`config.mk`:
```
export PLATFORM = sky130hd
export DESIGN_NAME = lnk_integrity_mon
export DESIGN_NICKNAME = d
export VERILOG_FILES = /design/src/rtl/lnk_pkg.sv /design/src/rtl/lnk_nlp_gen.sv /design/src/rtl/lnk_monitor.sv /design/src/rtl/lnk_integrity_mon.sv
export SDC_FILE = /design/constraint.sdc
export NUM_CORES = 1
export LEC_CHECK = 0
export ABC_CLOCK_PERIOD_IN_PS = 2200
export BUFFER_PORTS_ARGS = -buffer_cell sky130_fd_sc_hd__buf_4
export CAP_MARGIN = 20
export CORE_MARGIN = 2
export CORE_UTILIZATION = 58
export DETAILED_ROUTE_END_ITERATION = 10
export PLACE_DENSITY = 0.77
export REMOVE_ABC_BUFFERS = 1
export SLEW_MARGIN = 5
export SYNTH_ARGS = -nofsm -noshare
export SYNTH_HDL_FRONTEND = slang
export SYNTH_SLANG_ARGS = --single-unit
```
`constraint.sdc`:
```
create_clock -name clk -period 2.2 [get_ports clk]
set_input_delay 0.11 -clock clk [delete_from_list [all_inputs] [get_ports clk]]
set_output_delay 0.11 -clock clk [all_outputs]
set_load 0.02 [all_outputs]
```
`src/rtl/lnk_pkg.sv`:
```
package lnk_pkg;

    typedef enum logic {
        LNK_FAIL = 1'b0,
        LNK_PASS = 1'b1
    } lnk_state_e;

endpackage

```
`src/rtl/lnk_nlp_gen.sv`:
```
module lnk_nlp_gen #(
    parameter int NLP_MS = 16
) (
    input  logic clk,
    input  logic rst_n,
    input  logic ms_tick,
    input  logic tx_busy,
    output logic nlp_pulse
);
    localparam int NW = (NLP_MS > 2) ? $clog2(NLP_MS) : 1;
    localparam logic [NW-1:0] LAST = NW'(NLP_MS - 1);

    typedef struct packed {
        logic [NW-1:0] cnt;
        logic          pulse;
    } nlp_s_t;

    nlp_s_t gen_d, gen_q;

    always_comb begin
        gen_d       = gen_q;
        gen_d.pulse = 1'b0;
        if (tx_busy) begin
            gen_d.cnt = '0;
        end else if (ms_tick) begin
            if (gen_q.cnt == LAST) begin
                gen_d.cnt   = '0;
                gen_d.pulse = 1'b1;
            end else begin
                gen_d.cnt = gen_q.cnt + 1'b1;
            end
        end
    end

    always_ff @(posedge clk or negedge rst_n) begin
        if (!rst_n) gen_q <= '0;
        else        gen_q <= gen_d;
    end

    assign nlp_pulse = gen_q.pulse;
endmodule

```
`src/rtl/lnk_monitor.sv`:
```
module lnk_monitor
    import lnk_pkg::*;
#(
    parameter int LOSS_MS     = 100,
    parameter int PASS_PULSES = 2
) (
    input  logic clk,
    input  logic rst_n,
    input  logic ms_tick,
    input  logic rx_lp,
    input  logic rx_pkt,
    input  logic chk_strap,
    output logic link_good
);
    localparam int LW = (LOSS_MS > 2) ? $clog2(LOSS_MS) : 1;
    localparam int PW = (PASS_PULSES > 1) ? $clog2(PASS_PULSES + 1) : 1;
    localparam logic [LW-1:0] WIN_LAST = LW'(LOSS_MS - 1);
    localparam logic [PW-1:0] PC_LAST  = PW'(PASS_PULSES - 1);

    typedef struct packed {
        lnk_state_e    state;
        logic [LW-1:0] win;
        logic [PW-1:0] pcnt;
    } mon_s_t;

    mon_s_t mon_d, mon_q;
    logic   activity, expire;

    always_comb begin
        activity = rx_lp | rx_pkt;
        expire   = ms_tick && (mon_q.win == WIN_LAST);
        mon_d    = mon_q;
        if (!chk_strap) begin
            // bypass: held good with a fresh window
            mon_d.state = LNK_PASS;
            mon_d.win   = '0;
            mon_d.pcnt  = '0;
        end else begin
            case (mon_q.state)
                LNK_PASS: begin
                    if (activity) begin
                        mon_d.win = '0;
                    end else if (expire) begin
                        mon_d.state = LNK_FAIL;
                        mon_d.win   = '0;
                        mon_d.pcnt  = '0;
                    end else if (ms_tick) begin
                        mon_d.win = mon_q.win + 1'b1;
                    end
                end
                default: begin
                    if (rx_pkt) begin
                        mon_d.state = LNK_PASS;
                        mon_d.win   = '0;
                        mon_d.pcnt  = '0;
                    end else if (rx_lp) begin
                        mon_d.win = '0;
                        if (mon_q.pcnt == PC_LAST) begin
                            mon_d.state = LNK_PASS;
                            mon_d.pcnt  = '0;
                        end else begin
                            mon_d.pcnt = mon_q.pcnt + 1'b1;
                        end
                    end else if (expire) begin
                        mon_d.win  = '0;
                        mon_d.pcnt = '0;
                    end else if (ms_tick) begin
                        mon_d.win = mon_q.win + 1'b1;
                    end
                end
            endcase
        end
    end

    always_ff @(posedge clk or negedge rst_n) begin
        if (!rst_n) begin
            mon_q.state <= LNK_FAIL;
            mon_q.win   <= '0;
            mon_q.pcnt  <= '0;
        end else begin
            mon_q <= mon_d;
        end
    end

    assign link_good = (mon_q.state == LNK_PASS);
endmodule

```
`src/rtl/lnk_integrity_mon.sv`:
```
module lnk_integrity_mon #(
    parameter int LOSS_MS     = 100,
    parameter int NLP_MS      = 16,
    parameter int PASS_PULSES = 2
) (
    input  logic clk,
    input  logic rst_n,
    input  logic ms_tick,
    input  logic rx_lp,
    input  logic rx_pkt,
    input  logic tx_busy,
    input  logic chk_strap,
    output logic link_ok_n,
    output logic tx_en,
    output logic rx_en,
    output logic nlp_out
);
    logic link_good;

    lnk_monitor #(
        .LOSS_MS    (LOSS_MS),
        .PASS_PULSES(PASS_PULSES)
    ) u_mon (
        .clk      (clk),
        .rst_n    (rst_n),
        .ms_tick  (ms_tick),
        .rx_lp    (rx_lp),
        .rx_pkt   (rx_pkt),
        .chk_strap(chk_strap),
        .link_good(link_good)
    );

    lnk_nlp_gen #(
        .NLP_MS(NLP_MS)
    ) u_nlp (
        .clk      (clk),
        .rst_n    (rst_n),
        .ms_tick  (ms_tick),
        .tx_busy  (tx_busy),
        .nlp_pulse(nlp_out)
    );

    assign link_ok_n = ~link_good;
    assign tx_en     = link_good;
    assign rx_en     = link_good;
endmodule

```
# Word-level counts from Yosys, hierarchy flattened
# Cells that the tools add are included.
[op_classes]
n_addsub = 3
n_eq_ne = 4
n_mux = 19
bitwise = 2
n_reduce_logical = 2
[ops]
columns = ["operator", "n"]
rows = [
  ["10-bit two-way mux", 3],
  ["7-bit two-way mux", 3],
  ["9-bit two-way mux", 1],
  ["4-bit two-way mux", 2],
  ["7-bit by 1-bit adder with 7-bit output (second input constant)", 1],
  ["7-bit == test (second input constant)", 1],
  ["1-bit two-way mux", 6],
  ["2-bit two-way mux", 3],
  ["5-bit two-way mux", 1],
  ["4-bit by 1-bit adder with 4-bit output (second input constant)", 1],
  ["4-bit == test (second input constant)", 1],
  ["3-bit inequality test (second input constant)", 1],
  ["2-bit by 1-bit adder with 2-bit output (second input constant)", 1],
  ["2-bit by 1-bit == test with 1-bit output (second input constant)", 1],
  ["2-bit nonzero test", 1],
  ["1-bit logical AND", 1],
  ["1-bit NOT", 1],
  ["1-bit OR", 1],
]
[word_totals]
ff_bits = 15
output_inout_bits = 4
elab_cells = 35

# Longest topological paths before layout
[depth]
depth_word = 7
mapped_depth = 4
depth_no_buf = 4

# Cells and area by module
# Synthesis repeated with hierarchy kept, for this count alone.
[hier_totals]
hier_cells = 74
hier_area_um2 = 760.7
[by_module_without_submodules]
columns = ["mod", "n_inst", "cells_each", "area_each_um2"]
rows = [
  ["lnk_monitor", 1, 50, 521.8],
  ["lnk_nlp_gen", 1, 22, 227.7],
  ["lnk_integrity_mon", 1, 2, 11.3],
]

# Worst setup path after synthesis
# OpenSTA, ideal clock, no wires.
[synth_timing]
path_type = "reg2reg"
startpoint = "register u_mon.mon_q[2] (netlist bit)"
endpoint = "register u_mon.mon_q[8] (netlist bit)"
setup_ps = 123
arrival_time_ps = 1269
path_slack_ps = 808
path_stages_with_launch = 5
period_less_slack_ps = 1392
cell_sequence = "dfrtp_1 ha_1 nand3_1 o31a_1 o221a_2"
[synth_lines]
columns = ["element", "line_no", "text"]
rows = [
  ["start: declaration", "lnk_monitor.sv:26", "mon_s_t mon_d, mon_q;"],
  ["start signal: assignment", "lnk_monitor.sv:81", "mon_q <= mon_d;"],
]

==> impl_metrics.py <==
metrics = {
    "run_status": {
        "status": "finished, final reports clean",
    },
    "yosys": {
        "ys_ff_latch": 15,
        "yosysUniqueCellTypes": 32,
        "yosysTopAreaCellShare_pct": 46.4,
        "synthCells": 81,
        "synthFlopType": "dfrtp_1",
        "netlist_area_um2": 810,
        "synth_top_area_cell": "dfrtp_1",
        "ys_top_cells_by_count": "15 x dfrtp_1, 11 x nor2_1, 7 x nand2_1, 5 x a21oi_1, 4 x inv_1",
        "synth_most_common_cell": "dfrtp_1",
        "syn_avg_cell_area_um2": 9.99,
        "synth_edf_count": 0,
        "seq_area_frac_synth_pct": 46.4,
        "ys_warn_count": 0,
        "async_flop_share_pct": 100,
        "synthTopCellsByArea": "dfrtp_1 46%, nor2_1 5.1%, nand2_1 3.2%, a21oi_1 3.1%, ha_1 3.1%",
    },
    "placement": {
        "routabilityCongestion": 0.700,
        "place_ws_ps": 700,
        "place_area_um2": 885,
        "post-dp-hpwl_um": 1020,
        "portBuffers": 10,
    },
    "critical_path": {
        "arrival_ps": 1680,
        "crit_required_ps": 2380,
        "critPathCaptureType": "flop",
        "critPathLaunchType": "flop",
        "slowest_delay_ps": 380,
        "crit_path_max_fanout": 6,
        "worstSetupPathType": "flop to flop",
        "crit_family": "compound AO/OA/AOI/OAI gates",
        "worst_path_max_delay_cell": "dfrtp_1",
        "crit_chain": "ha_1 > nand3_1 > o31a_1 > o221a_2",
        "cp.buffers_inverters": 0,
    },
    "sta": {
        "relSlewSlack_pct": 65.8,
        "min_period_ps": 1500,
        "finalHoldViolations": 0,
        "rsz0062_at_grt": "false",
        "setup_tns_ps": 0,
        "slew_viol_final": 0,
        "layout_setup_ws_ps": 701,
        "skew_ps": 6.88,
        "worstMarginPinSlew_ps": 512,
        "clock.fmax_mhz": 667,
        "hold-worst-slack_ps": 13.6,
        "setup_viol": 0,
        "min_period_over_period_pct": 68.1,
    },
    "die": {
        "initial_core_util_pct": 62.2,
        "die_x_um": 41.4,
        "design.core.area_mm2": 0.00130,
        "std_cell_rows": 13,
        "io_pins": 11,
        "fp.dieH_um": 41.4,
        "fp.dieArea_mm2": 0.00171,
    },
    "cells_and_area": {
        "final_area_um2": 921,
        "diodes": 0,
        "area_growth_syn_to_layout_pct": 13.8,
        "fillers": 103,
        "regArea_um2": 375,
        "multi_input_area_um2": 400,
        "layout-drive-gt1-share_pct": 22.3,
        "num-nets-final": 104,
    },
    "flow_run": {
        "max_cap_viol_count": 0,
    },
    "detailed_routing": {
        "vias": 632,
        "viasPerCell": 5.80,
        "first_iter_violations": 14,
        "totalWireLength_um": 1450,
        "wl_per_cell_um": 13.3,
        "drcViolationCount": 0,
        "dr.pass1.iters": 4,
        "ant_nets": 0,
    },
    "power": {
        "power.leakage_nw": 0.409,
        "worst_ir_drop_vdd_mv": 0.416,
        "power_density_mw_per_mm2": 518,
    },
    "clock_network": {
        "cts.path.max_buffers": 2,
        "ctsResizeCount": 0,
        "numCtsBuffers": 3,
        "clk_latency_ps": 280,
        "cts_max_level": 1,
        "root_buffer": "clkbuf_4",
        "cts_tree": "yes",
        "path_clk_slew_ps": 90,
        "cts.sinks": 15,
    },
    "global_routing": {
        "grt_max_degree": 16,
        "grt_pass1_wl_um": 2390,
        "antenna_found_initial": 0,
        "grt.total_usage_pct": 22.3,
        "grt_pass1_vias": 523,
        "grt_overflow": 0,
    },
    "worst_hold_path": {
        "hold_class": "primary input to flop",
    },
}
path summary, 6_finish.rpt:
check,depth (start not counted),end,slack (ps),from
hold reg to reg,2,u_mon.mon_q[1],560,u_mon.mon_q[1]
min in group asynchronous,2,u_mon.mon_q[4],210,rst_n
max in group asynchronous,2,u_mon.mon_q[2],1810,rst_n
setup / recovery,4,u_mon.mon_q[8],700,u_mon.mon_q[2]
hold / removal,2,u_nlp.gen_q[1],10,tx_busy
setup reg to reg,4,u_mon.mon_q[8],700,u_mon.mon_q[2]
cells by family after synthesis:
family | share of synthesized area [%]
compound gates | 19.9
xor+xnor | 3.25
fa+ha+maj | 3.09
buf+inv | 4.17
flops | 46.4
mux | 2.47
simple gates | 20.7
cells in the final DEF, fill, tap and decap left out, drive strengths merged, types with 2 or more instances in the layout:
cell and instances:
o31a 2, nand3 3, ha 2, mux2i 2, nor3 2, dfrtp 15, o21ai 3, a31oi 3
a21oi 6, inv 4, xnor2 2, buf 10, clkbuf 4, nor2 11, and4 2, nand3b 2
nand2 7, o211ai 3
sequential cells by signal (all words and copies together) (netlist names):
name	cells
u_nlp.gen_q	4
u_mon.link_good	1
u_mon.mon_q	9
u_nlp.nlp_pulse	1
worst register-to-register path: stages, from the launching register on:
cell	delay [ps]
dfrtp_1	380
ha_1	220
nand3_1	230
o31a_1	310
o221a_2	260
what timing repair did:
item,CTS,global route
hold buffers,1,0
endpoints found under the hold margin,15,0
endpoints found under the setup margin,0,0
buffers inserted,0,0
per-stage QoR:
step	utilization, %	power, mW	std cells
final	70.8	0.477	109
after global routing	70.8	0.501	109
after CTS	70.8	0.481	109
after detailed placement	68.0	0.326	104
after global placement	68.0	0.325	104
after floorplan	-	0.302	79
final cells by class:
cell class | count | area share, %
Timing Repair Buffer | 11 | 9.24
Multi-Input combinational cell | 60 | 43.5
Clock buffer | 4 | 2.85
Tap cell | 15 | 2.04
Inverter | 4 | 1.63
Sequential cell | 15 | 40.8
where the power goes:
group	leakage [nW]	switching [mW]	total, mW	internal (mW)
combinational	0.191	0.0221	0.0389	0.0167
sequential	0.203	0.00412	0.283	0.279
clock	0.0150	0.0848	0.155	0.0704
total	0.409	0.111	0.477	0.366
layer usage:
metal | part of all wire, % | track usage, % | routed length (µm) | up-vias
li1 | - | - | - | 326
met1 | 49 | 31.2 | 705 | 289
met2 | 46 | 32.0 | 663 | 13
met3 | 4.2 | 4.79 | 61 | 4
met4 | 1.6 | 12.1 | 23 | 0
met5 | 0 | 0 | 0 | -
Note: power is estimated with default switching activity, not from simulation.
